## config.mk

```make
export PLATFORM = sky130hd
export DESIGN_NAME = cursor_pen_unit
export DESIGN_NICKNAME = d
export VERILOG_FILES = /design/src/rtl/cpl_pkg.sv /design/src/rtl/cursor_blink.sv /design/src/rtl/cursor_match.sv /design/src/rtl/pen_capture.sv /design/src/rtl/cursor_pen_unit.sv
export SDC_FILE = /design/constraint.sdc
export NUM_CORES = 1
export LEC_CHECK = 0
export BUFFER_PORTS_ARGS = -buffer_cell sky130_fd_sc_hd__buf_2
export CAP_MARGIN = 40
export CORE_ASPECT_RATIO = 1.4
export CORE_MARGIN = 2
export CORE_UTILIZATION = 45
export DETAILED_ROUTE_END_ITERATION = 12
export PLACE_DENSITY = 0.75
export SLEW_MARGIN = 25
export SYNTH_ARGS = -nofsm -noshare
export SYNTH_HDL_FRONTEND = slang
export SYNTH_HIERARCHICAL = 1
export SYNTH_SLANG_ARGS = --single-unit
```

## constraint.sdc

```tcl
create_clock -name clk -period 1.7 [get_ports clk]
set_clock_uncertainty 0.15 [all_clocks]
set_input_delay 0.425 -clock clk [delete_from_list [all_inputs] [get_ports clk]]
set_output_delay 0.425 -clock clk [all_outputs]
set_load 0.02 [all_outputs]
```

## src/rtl/cpl_pkg.sv

```systemverilog
package cpl_pkg;
  typedef enum logic [1:0] {
    CUR_STEADY  = 2'b00,
    CUR_HIDDEN  = 2'b01,
    CUR_BLINK16 = 2'b10,
    CUR_BLINK32 = 2'b11
  } cur_mode_e;
endpackage

```

## src/rtl/cursor_blink.sv

```systemverilog
module cursor_blink
  import cpl_pkg::*;
#(
  parameter int FIELD_W = 5
) (
  input  logic      clk,
  input  logic      rst_n,
  input  logic      vsync,
  input  cur_mode_e mode,
  output logic      visible
);
  localparam int SLOW_BIT = FIELD_W - 1;
  localparam int FAST_BIT = FIELD_W - 2;

  logic               vs_q;
  logic [FIELD_W-1:0] field_cnt;
  logic               vs_rise;

  assign vs_rise = vsync & ~vs_q;

  always_ff @(posedge clk) begin
    if (!rst_n) begin
      vs_q      <= 1'b0;
      field_cnt <= '0;
    end else begin
      vs_q <= vsync;
      if (vs_rise) field_cnt <= field_cnt + 1'b1;
    end
  end

  always_comb begin
    unique case (mode)
      CUR_STEADY:  visible = 1'b1;
      CUR_HIDDEN:  visible = 1'b0;
      CUR_BLINK16: visible = ~field_cnt[FAST_BIT];
      CUR_BLINK32: visible = ~field_cnt[SLOW_BIT];
      default:     visible = 1'b0;
    endcase
  end

  // each vsync rising edge advances the field count by exactly one
  a_r6_field_step: assert property (@(posedge clk) disable iff (!rst_n)
    vs_rise |=> field_cnt == $past(field_cnt) + 1'b1);
  // without a rising edge the count holds
  a_r6_field_hold: assert property (@(posedge clk) disable iff (!rst_n)
    !vs_rise |=> $stable(field_cnt));
endmodule

```

## src/rtl/cursor_match.sv

```systemverilog
module cursor_match #(
  parameter int ADDR_W = 14,
  parameter int LINE_W = 5
) (
  input  logic              clk,
  input  logic              rst_n,
  input  logic [ADDR_W-1:0] refresh_addr,
  input  logic [ADDR_W-1:0] cur_addr,
  input  logic [LINE_W-1:0] raster_addr,
  input  logic [LINE_W-1:0] first_line,
  input  logic [LINE_W-1:0] last_line,
  input  logic              disp_en,
  input  logic              visible,
  output logic              cursor_out
);
  logic addr_hit;
  logic in_band;

  assign addr_hit = (refresh_addr == cur_addr);
  assign in_band  = (raster_addr >= first_line) && (raster_addr <= last_line);

  always_ff @(posedge clk) begin
    if (!rst_n) cursor_out <= 1'b0;
    else        cursor_out <= addr_hit & in_band & disp_en & visible;
  end

  // cursor only after an edge inside the active area
  a_r4_needs_disp: assert property (@(posedge clk) disable iff (!rst_n)
    cursor_out |-> $past(disp_en));
  // cursor only on the programmed location
  a_r2_addr_match: assert property (@(posedge clk) disable iff (!rst_n)
    cursor_out |-> $past(refresh_addr) == $past(cur_addr));
  // cursor only inside the line band
  a_r3_line_band: assert property (@(posedge clk) disable iff (!rst_n)
    cursor_out |-> ($past(raster_addr) >= $past(first_line)) &&
                   ($past(raster_addr) <= $past(last_line)));
endmodule

```

## src/rtl/pen_capture.sv

```systemverilog
module pen_capture #(
  parameter int ADDR_W      = 14,
  parameter int SYNC_STAGES = 2
) (
  input  logic              clk,
  input  logic              rst_n,
  input  logic              pen_strobe,
  input  logic [ADDR_W-1:0] refresh_addr,
  output logic [ADDR_W-1:0] pen_addr
);
  logic [SYNC_STAGES-1:0] sync_q;
  logic                   edge_q;
  logic                   capture;

  generate
    if (SYNC_STAGES == 1) begin : g_one
      always_ff @(posedge clk) begin
        if (!rst_n) sync_q <= '0;
        else        sync_q <= pen_strobe;
      end
    end else begin : g_chain
      always_ff @(posedge clk) begin
        if (!rst_n) sync_q <= '0;
        else        sync_q <= {sync_q[SYNC_STAGES-2:0], pen_strobe};
      end
    end
  endgenerate

  assign capture = sync_q[SYNC_STAGES-1] & ~edge_q;

  always_ff @(posedge clk) begin
    if (!rst_n) begin
      edge_q   <= 1'b0;
      pen_addr <= '0;
    end else begin
      edge_q <= sync_q[SYNC_STAGES-1];
      if (capture) pen_addr <= refresh_addr;
    end
  end

  // a capture loads the refresh address of that edge
  a_r8_capture_load: assert property (@(posedge clk) disable iff (!rst_n)
    capture |=> pen_addr == $past(refresh_addr));
  // no capture, no change
  a_r9_hold: assert property (@(posedge clk) disable iff (!rst_n)
    !capture |=> $stable(pen_addr));
endmodule

```

## src/rtl/cursor_pen_unit.sv

```systemverilog
module cursor_pen_unit
  import cpl_pkg::*;
#(
  parameter int ADDR_W      = 14,
  parameter int LINE_W      = 5,
  parameter int FIELD_W     = 5,
  parameter int SYNC_STAGES = 2
) (
  input  logic              clk,
  input  logic              rst_n,
  input  logic [ADDR_W-1:0] refresh_addr,
  input  logic [LINE_W-1:0] raster_addr,
  input  logic              disp_en,
  input  logic              vsync,
  input  logic [LINE_W+1:0] cur_start_cfg,
  input  logic [LINE_W-1:0] cur_end_line,
  input  logic [ADDR_W-9:0] cur_addr_hi,
  input  logic [7:0]        cur_addr_lo,
  input  logic              pen_strobe,
  output logic              cursor_out,
  output logic [ADDR_W-1:0] pen_addr
);
  cur_mode_e         mode;
  logic              visible;
  logic [ADDR_W-1:0] cur_addr;

  assign mode     = cur_mode_e'(cur_start_cfg[LINE_W+1:LINE_W]);
  assign cur_addr = {cur_addr_hi, cur_addr_lo};

  cursor_blink #(.FIELD_W(FIELD_W)) u_blink (
    .clk(clk), .rst_n(rst_n), .vsync(vsync), .mode(mode), .visible(visible)
  );

  cursor_match #(.ADDR_W(ADDR_W), .LINE_W(LINE_W)) u_match (
    .clk(clk), .rst_n(rst_n), .refresh_addr(refresh_addr), .cur_addr(cur_addr),
    .raster_addr(raster_addr), .first_line(cur_start_cfg[LINE_W-1:0]),
    .last_line(cur_end_line), .disp_en(disp_en), .visible(visible),
    .cursor_out(cursor_out)
  );

  pen_capture #(.ADDR_W(ADDR_W), .SYNC_STAGES(SYNC_STAGES)) u_pen (
    .clk(clk), .rst_n(rst_n), .pen_strobe(pen_strobe),
    .refresh_addr(refresh_addr), .pen_addr(pen_addr)
  );

  // hidden mode never shows the cursor
  a_r5_hidden: assert property (@(posedge clk) disable iff (!rst_n)
    cursor_out |-> $past(cur_start_cfg[LINE_W+1:LINE_W]) != 2'b01);
endmodule

```

# After elaboration in Yosys (flattened, before gate mapping)
# Index checks and enable logic that the tools add are counted.
[totals] regBits=24 inputBits=50 output_inout_bits=15 word_cells=25
[classes] addsub=1 order_cmp=2 n_eq_ne=4 n_mux=1 bitwise=9 reduce_logical=2
[ops] op="equality test 14 bit" n=1
[ops] op="adder 5 x 1 -> 5 bit, second input constant" n=1
[ops] op="AND 1 bit" n=5
[ops] op="greater-or-equal comparator 5 bit" n=1
[ops] op="less-or-equal comparator 5 bit" n=1
[ops] op="equality test 2 bit, second input constant" n=2
[ops] op="NOT 1 bit" n=4
[ops] op="case mux 1 bit (4 select lines)" n=1
[ops] op="equality test 2 x 1 -> 1 bit, second input constant" n=1
[ops] op="zero test 2 bit" n=1
[ops] op="logical AND 1 bit" n=1

# Logic depth before layout (Yosys ltp)
# Gate-level depths: netlist of run 1.
[depth] word_depth=5 mapped_depth=6 mapped_depth_nobuf=6

# Hierarchy
# The synthesis of run 1 kept the hierarchy.
[modules_own_cells] module="pen_capture" instances=1 cells_each=68 area_per_inst_um2=665.6 seq_area_each_um2=340.3
[modules_own_cells] module="cursor_match" instances=1 cells_each=55 area_per_inst_um2=442.9 seq_area_each_um2=20.0
[modules_own_cells] module="cursor_blink" instances=1 cells_each=27 area_per_inst_um2=276.5 seq_area_each_um2=120.1

# Worst setup path before layout of run 1
# Ideal clock, no wire load.
[synth_timing] path_kind="input-to-reg" start="input cur_end_line[1]" end="register u_match.cursor_out" setup_time_ps=86 arrival_time_ps=1298 required_ps=1464 path_slack_ps=166 cell_stages=6 n_path_buf=0 path_cell_list="inv_1 > ha_1 > nor2b_1 > nor3_1 > o21ai_0 > a221oi_2"
[synth_via] elab_chain_len=5
[synth_lines] element="from (decl)" line_no="cursor_pen_unit.sv:16" text="input logic [LINE_W-1:0] cur_end_line,"
[synth_lines] element="less-or-equal comparator 5 bit" line_no="cursor_match.sv:20" text="assign in_band = (raster_addr >= first_line) && (raster_addr <= last_line);"
[synth_lines] element="logical AND 1 bit" line_no="cursor_match.sv:20"
[synth_lines] element="AND 1 bit (3 in series)" line_no="cursor_match.sv:24" text="else cursor_out <= addr_hit & in_band & disp_en & visible;"
[synth_lines] element="to (signal assigned)" line_no="cursor_match.sv:24"
[synth_lines] element="to (decl)" line_no="cursor_match.sv:14" text="output logic cursor_out"
# No other way between the ends.
# A chain may end at the register's enable or synchronous reset.

# Final worst setup path of run 1
[layout_timing] start="register u_blink.field_cnt[3]" end="register u_match.cursor_out"
[layout_via] elab_chain_len=3
[layout_lines] element="from (decl)" line_no="cursor_blink.sv:16" text="logic [FIELD_W-1:0] field_cnt;"
[layout_lines] element="from (signal assigned)" line_no="cursor_blink.sv:27" text="if (vs_rise) field_cnt <= field_cnt + 1'b1;"
[layout_lines] element="NOT 1 bit" line_no="cursor_blink.sv:35" text="CUR_BLINK16: visible = ~field_cnt[FAST_BIT];"
[layout_lines] element="case mux 1 bit (4 select lines)" line_no="cursor_blink.sv:32" text="unique case (mode)"
[layout_lines] element="named net visible" line_no="cursor_pen_unit.sv:24" text="logic visible;"
[layout_lines] element="AND 1 bit" line_no="cursor_match.sv:24"
# The timed path passes the listed nets, and every way through them passes these cells.

==> flow_summary.toml, run 1 <==
[outcome]
status = "complete, no violations"

[grt]
met3_usage = 0.02155
met2_usage = 0.2895
first_global_vias = 1109
grt_use_total = 0.1592
grt-ovfl-total = 0
antenna_found_initial = 0
grt_max_degree = 40
grt-busiest-layer = "met2"
grt_pass1_wl_mm = 4.526
use_met1 = 0.1891

[routing]
routed_wirelength_mm = 2.726
dr.pass1.iters = 3
drc = 0
vias = 1196
ant_nets = 0
vias_per_cell = 4.746
wire_per_inst_um = 10.82
drt_iter0_markers = 2

[clock_network]
clk_pin_slew_ps = 80
cts_num_sinks = 24
ctsHoldBuffers = 0
clock_path_buffers = 2
tritoncts = "built"
post_cts_buffers = 0
cts_resized = 0
cts_root_buf = "clkbuf_8"
cts_buffers = 3
clkLatencyLatePin_ps = 260
htreeDepth = 1

[layout]
ff_latch_area_um2 = 480.5
utilization = 0.6207
multi_input_area_um2 = 824.5
drive_gt1_frac = 0.3628
diodes = 0
syn2layout_area_growth_pct = 30.26
fillers = 293
fin_nets = 277

[logic_synthesis]
synth_top_area_cell = "dfxtp_1"
ys.flop_type = "dfxtp_1"
netlist_top_cells_area = "dfxtp_1 (35%), mux2i_1 (12%), ha_1 (9.9%)"
syn_avg_cell_area_um2 = 9.234
synth_top_area_frac = 0.3469
yosysUniqueCellTypes = 26
ys_seq_area_frac = 0.3469
yosysMostFrequentCell = "nand2_1"
syn_inst = 150
synth-warning-count = 6
ys_seq_elements = 24
syn_area_mm2 = 0.001385
synth-edff-count = 0
synth_common_cells = "nand2_1 (32), dfxtp_1 (24), mux2i_1 (17), xor2_1 (15), ha_1 (11)"
syn-num-nets = 211
synthArstFlopShare = 0

[worst_setup_path]
crit_path_end_kind = "register"
startpoint_type = "register"
crit_fanout = 4
required_ps = 1730
arrival_ps = 1530
path_class = "register to register"

[floorplanning]
fp.dieArea_mm2 = 0.003544
die_w_um = 50.89
die_h_um = 69.65
initial_core_util = 0.4765
rows = 23
core_area_mm2 = 0.002907
ios = 65

[sta]
fmax_mhz = 666.4
hold_violations = 0
holdWs_ps = 234.4
period_minus_slack_ps = 1501
relSlewSlack = 0.7724
rsz0062_at_grt = "false"
fin_crit_sh = 0.8827
finalSetupViolCount = 0
maxSlewViolCount = 0
tightestPinTransition_ps = 341.4

[power_and_ir_drop]
p_per_area_mw_per_mm2 = 735.5
p_total_uw = 1327
leakagePower_uw = 0.0009132
vdd_drop_max_v = 0.0005061

[placement]
gp_congestion = 0.7978
port_buffers = 64
hpwl_mm = 2.245

[worst_hold_path]
hp-class = "primary input to register"

[job]
drv_cap = 0
==> registers in the layout (all words and copies together), names as in the netlist <==
register,cells
u_blink/field_cnt,5
u_pen/edge_q,1
u_pen/pen_addr,14
u_blink/vs_q,1
u_pen/sync_q,2
u_match/cursor_out,1
==> cells in the final DEF, fill, tap and decap left out, types with 2 or more instances in the layout <==
master,n
buf_2,64
nand2_1,32
dfxtp_1,24
mux2i_1,17
xor2_1,15
ha_1,11
inv_1,9
o21ai_0,4
and2_1,4
clkbuf_8,3
nand4_1,3
nor2b_1,3
a21oi_1,3
nor4_2,3
nand2b_1,2
nor2b_4,2
and2_2,2
nor2_1,2
nor3_1,2
nand3_1,2
==> per-layer routing <==
| metal | part of all wire | up-vias | routed length [um] |
|---|---|---|---|
| li1 | - | 624 | - |
| met1 | 0.43 | 540 | 1160 |
| met3 | 0.043 | 0 | 117 |
| met4 | 0 | 0 | 0 |
| met5 | 0 | - | 0 |
| met2 | 0.53 | 32 | 1447 |
==> worst max-delay path, stage by stage, from the launching register on <==
cell      delay, ps
dfxtp_1         340
a21o_1          150
o21ai_0          60
nand3_1         100
nor4_2          290
nand4_1         140
a221oi_2        180
==> where the power goes <==
group          internal, uW  switching, uW  leakage [uW]  total [uW]
sequential              582           11.1      0.000195         593
combinational           120            125      0.000682         245
clock                   314            174     0.0000357         489
total                  1020            311      0.000913        1330
==> kinds of logic (layout without fill, tap and decap cells) <==
family | after synthesis | after routing | synth area share
simple gates | 59 | 59 | 0.2304
compound gates | 9 | 9 | 0.04155
fa+ha+maj | 11 | 11 | 0.09937
xor+xnor | 16 | 16 | 0.1012
mux | 17 | 17 | 0.1229
flops | 24 | 24 | 0.3469
buf+inv | 14 | 79 | 0.05781
==> layout make-up <==
class                   instances  area share
inverters                       9     0.01872
clock buffers                   3     0.02288
clock inverters                 1     0.01664
multi-input cells             112      0.4570
well taps                      37     0.02566
flip-flops and latches         24      0.2663
repair buffers                 66      0.1928
==> through the flow <==
step                setup slack [ps]  cell area, um^2  cells  TNS [ps]
finish                         199.4             1804    252         0
floorplan                      166.0             1385    150         0
global route                   48.47             1804    252         0
global placement               22.23             1733    248         0
detailed placement            -3.104             1733    248    -3.104
CTS                            205.3             1804    252         0
==> path summary, 6_finish.rpt <==
check,startpoint,endpoint,slack [ps],cells past startpoint
setup / recovery,u_blink/field_cnt[3],u_match/cursor_out,200,6
hold / removal,pen_strobe,u_pen/sync_q[0],230,2
setup reg to reg,u_blink/field_cnt[3],u_match/cursor_out,200,6
hold reg to reg,u_pen/sync_q[0],u_pen/sync_q[1],290,1
Power figures use the tool's default switching activity.
==> inputs of run 2 (changes only) <==
Settings changed: CORE_MARGIN 2 to default, CTS_BUF_LIST from default to sky130_fd_sc_hd__clkbuf_2 sky130_fd_sc_hd__clkbuf_4 sky130_fd_sc_hd__clkbuf_8, HOLD_SLACK_MARGIN from default to 0.03.
==> run 2 against run 1 <==
Flip-flop and latch count unchanged. Sequential power barely moved. Die area down 6.7%. Critical endpoint unchanged. Via count increased by 1.1%. Sequential share of layout area rose by 0.24 points. Total power decreased by 8.9%. Fmax fell by 1.2%. Clock power down 24%. Count of clock-buffer cells in the layout grew 1.
==> flow_summary.toml, run 2 (synthesis gave the netlist of run 1 again) <==
[power_and_ir_drop]
vdd_drop_max_v = 0.0005799
leakagePower_uw = 0.0009063
p_per_area_mw_per_mm2 = 676.4
p_total_uw = 1209

[floorplanning]
die_w_um = 48.89
core_area_mm2 = 0.002907
fp.dieArea_mm2 = 0.003307
rows = 23
ios = 65
die_h_um = 67.65
initial_core_util = 0.4765

[layout]
stdcell_count = 252
syn2layout_area_growth_pct = 29.09
top_regs = "u_pen/pen_addr (14), u_blink/field_cnt (5), u_pen/sync_q (2)"
fin_nets = 277
regMostFlops = "u_pen/pen_addr"
fillers = 296
diodes = 0
largest_reg_flops = 14
drive_gt1_frac = 0.3628
final_cell_mix = "buf_2 (64), nand2_1 (32), dfxtp_1 (24)"
final_common_cell = "buf_2"

[grt]
grt_pass1_wl_mm = 4.712
grt_max_degree = 40
antenna_found_initial = 0
first_global_vias = 1169
grt-ovfl-total = 0
grt_use_total = 0.1796

[clock_network]
htreeDepth = 1
cts_buffers = 3
clk_pin_slew_ps = 80
ctsHoldBuffers = 0
post_cts_buffers = 0
tritoncts = "built"
cts_resized = 0
clkLatencyLatePin_ps = 260
cts_root_buf = "clkbuf_8"
clock_path_buffers = 2
cts_num_sinks = 24

[sta]
fin_crit_sh = 0.8935
finalSetupViolCount = 0
tightestPinTransition_ps = 338.9
layout_setup_ws_ps = 181.0
maxSlewViolCount = 0
period_minus_slack_ps = 1519
rsz0062_at_grt = "false"
fin_setup_tns_ps = 0
fmax_mhz = 658.3
hold_violations = 0
relSlewSlack = 0.7741

[worst_setup_path]
startpoint_type = "register"
crit_path_end_kind = "register"
path_class = "register to register"
crit_fanout = 4
crit_path_max_incr_delay_ps = 340
path_cells = "a21o_1 -> o21ai_0 -> nand3_1 -> nor4_2 -> nand4_1 -> a221oi_2"
path_buf_inv = 0
arrival_ps = 1550
crit_family = "simple AND/OR/NAND/NOR gates"
required_ps = 1730
slowest_stage = "dfxtp_1"

[worst_hold_path]
hp-class = "primary input to register"

[placement]
preCtsSetupSlack_ps = -19.09
port_buffers = 64
dp_cells = 248
hpwl_mm = 2.271
gp_congestion = 0.7501

[job]
drv_cap = 0

[routing]
vias = 1209
drc = 0
drt_iter0_markers = 10
dr.pass1.iters = 3
wire_per_inst_um = 10.93
top_layer = "met3"
route.met3.wl_um = 113
wl_met2_mm = 1.499
ant_nets = 0
routed_wirelength_mm = 2.755
vias_per_cell = 4.798
wl_met1_mm = 1.142

[outcome]
status = "complete, no violations"
-- run 2: per-stage QoR --
stage | utilization | cell area (um^2) | hold slack, ps
detailed placement | 0.5962 | 1733 | 284.1
floorplan | - | 1385 | 261.9
CTS | 0.6152 | 1788 | 245.7
global route | 0.6152 | 1788 | 239.2
global placement | 0.5962 | 1733 | 267.4
finish | 0.6152 | 1788 | 250.2
-- run 2: final cells by class --
cell class	instances	area, um^2	share of cell area
Multi-Input combinational cell	112	824.5	0.4612
Clock buffer	4	55.05	0.03079
Sequential cell	24	480.5	0.2687
Tap cell	37	46.29	0.02589
Inverter	9	33.78	0.01889
Timing Repair Buffer	66	347.8	0.1945
-- run 2: per-layer routing --
layer / track usage / up-vias
met3: 0.03604 / 0
met1: 0.1929 / 550
li1: - / 627
met5: 0 / -
met4: 0.02206 / 0
met2: 0.3663 / 32
-- run 2: power breakdown --
part | leakage [uW] | switching [uW] | internal, uW
logic | 0.000682 | 125 | 119
clock network | 0.0000288 | 165 | 206
registers | 0.000195 | 11.7 | 582
-- run 2: final timing paths --
path | depth (start not counted) | slack (ps) | from | endpoint
hold / removal | 2 | 250 | pen_strobe | u_pen/sync_q[0]
setup reg to reg | 6 | 180 | u_blink/field_cnt[3] | u_match/cursor_out
hold reg to reg | 1 | 290 | u_pen/sync_q[0] | u_pen/sync_q[1]
setup / recovery | 6 | 180 | u_blink/field_cnt[3] | u_match/cursor_out
==> inputs of run 3 (changes only) <==
Settings changed: CORE_UTILIZATION 45 to 43.
Clock period 1.7 ns to 1.2 ns, I/O delays scaled along.
==> run 3 against run 2 <==
Fmax increased by 3.5%. Flip-flop and latch count unchanged. Wire length is 17% higher. Via count rose by 6.8%. The run now ends with setup timing left. Non-clock buffer count up 18. Combinational power rose by 76%. Total power up 43%.
==> flow_summary.toml, run 3 (synthesis gave the netlist of run 1 again) <==
[sta]
fin_setup_tns_ps = -267.3
rsz0062_at_grt = "true"
tightestPinTransition_ps = 255.9
layout_setup_ws_ps = -267.3
hold_violations = 0
relSlewSlack = 0.8280
maxSlewViolCount = 0
fin_crit_sh = 1.223
finalSetupViolCount = 1
fmax_mhz = 681.5
period_minus_slack_ps = 1467

[worst_setup_path]
path_buf_inv = 0
crit_path_max_incr_delay_ps = 330
crit_path_end_kind = "register"
crit_fanout = 2
path_class = "register to register"
crit_family = "simple AND/OR/NAND/NOR gates"
path_cells = "a21o_1 -> o21ai_2 -> nand3_2 -> nor4_4 -> nand4_1 -> a221oi_2"
slowest_stage = "dfxtp_2"
arrival_ps = 1490
required_ps = 1230
startpoint_type = "register"

[floorplanning]
ios = 65
rows = 24
core_area_mm2 = 0.003093
die_w_um = 49.97
fp.dieArea_mm2 = 0.003455
initial_core_util = 0.4478
die_h_um = 69.15

[power_and_ir_drop]
pwr-share-comb = 0.249
sw_frac_of_total = 0.2599
power_switching_uw = 450.3
clockPowerShare = 0.261
internal_power_uw = 1282
p_per_area_mw_per_mm2 = 838.6
leakagePower_uw = 0.001013
p_seq_frac = 0.490
vdd_drop_max_v = 0.0005619

[layout]
stdcell_count = 271
multi_input_area_um2 = 857.1
drive_gt1_frac = 0.5043
ff_latch_area_um2 = 501.7
largest_reg_flops = 14
top_regs = "u_pen/pen_addr (14), u_blink/field_cnt (5), u_pen/sync_q (2)"
fin_nets = 295
final_cell_mix = "buf_2 (50), nand2_1 (32), buf_4 (19)"
fillers = 270
regMostFlops = "u_pen/pen_addr"
diodes = 0
final_common_cell = "buf_2"
syn2layout_area_growth_pct = 49.14

[clock_network]
tritoncts = "built"
cts_root_buf = "clkbuf_8"
clkLatencyLatePin_ps = 260
clock_path_buffers = 2
htreeDepth = 1
cts_buffers = 3
clk_pin_slew_ps = 80
cts_num_sinks = 24

[outcome]
status = "finished with violations"
violations = "setup timing"

[grt]
antenna_found_initial = 0
grt_use_total = 0.1962
grt-ovfl-total = 0
first_global_vias = 1304
grt_max_degree = 40
grt_pass1_wl_mm = 5.257

[placement]
gp_congestion = 0.7568
hpwl_mm = 2.448
dp_cells = 265
port_buffers = 64

[routing]
routed_wirelength_mm = 3.234
vias = 1291
dr.pass1.iters = 4
ant_nets = 0
drc = 0
drt_iter0_markers = 10
vias_per_cell = 4.764
wire_per_inst_um = 11.93

[job]
drv_cap = 0

[worst_hold_path]
hp-class = "primary input to register"
## run 3: stage by stage
step | hold WS, ps | instance area, um^2 | setup WS [ps] | utilization | total power [uW]
finish | 94.89 | 2066 | -267.3 | 0.6679 | 1732
global route | 97.84 | 2066 | -391.4 | 0.6679 | 1845
CTS | 86.95 | 1963 | -323.9 | 0.6347 | 1727
detailed placement | 277.3 | 1873 | -437.6 | 0.6056 | 1259
global placement | 264.2 | 1873 | -389.9 | 0.6056 | 1245
floorplan | 261.9 | 1410 | -126.9 | - | 1067
## run 3: final timing paths
| check | from | end | slack, ps | depth (start not counted) |
|---|---|---|---|---|
| min | pen_strobe | u_pen/sync_q[0] | 90 | 2 |
| max reg2reg | u_blink/field_cnt[3] | u_match/cursor_out | -270 | 6 |
| max | u_blink/field_cnt[3] | u_match/cursor_out | -270 | 6 |
| min reg2reg | u_pen/sync_q[0] | u_pen/sync_q[1] | 290 | 1 |
## run 3: routing by layer
layer,global-route usage,part of all wire,vias up
met5,0,0,-
met4,0.07937,0.014,0
met3,0.02649,0.049,4
met2,0.3829,0.55,47
met1,0.1978,0.39,578
li1,-,-,662
## run 3: cell type report
type / instances / share of cell area
well taps: 39 / 0.02362
repair buffers: 84 / 0.2762
multi-input cells: 112 / 0.4149
clock buffers: 3 / 0.01999
inverters: 9 / 0.02241
flip-flops and latches: 24 / 0.2429
## run 3: repair_timing
item                                    4_1_cts  5_1_grt
pin swaps                                     1        3
setup buffers                                 0        3
endpoints found under the hold margin         0        0
hold buffers                                  0        0
gates resized for setup                      23       27
endpoints found under the setup margin       15       15
## run 3: power by group through the flow
stage          Sequential [uW]  Clock [uW]  Combinational [uW]
3_3_place_gp               858           0                 387
6_report                   849         452                 431
4_1_cts                    843         474                 410
5_1_grt                    853         511                 481
3_5_place_dp               859           0                 400
2_1_floorplan              878           0                 189
## run 3: worst reg2reg max path, stage by stage, from the launching register on
cell and delay, ps:
dfxtp_2 330, a21o_1 150, o21ai_2 60, nand3_2 120
nor4_4 240, nand4_1 160, a221oi_2 180
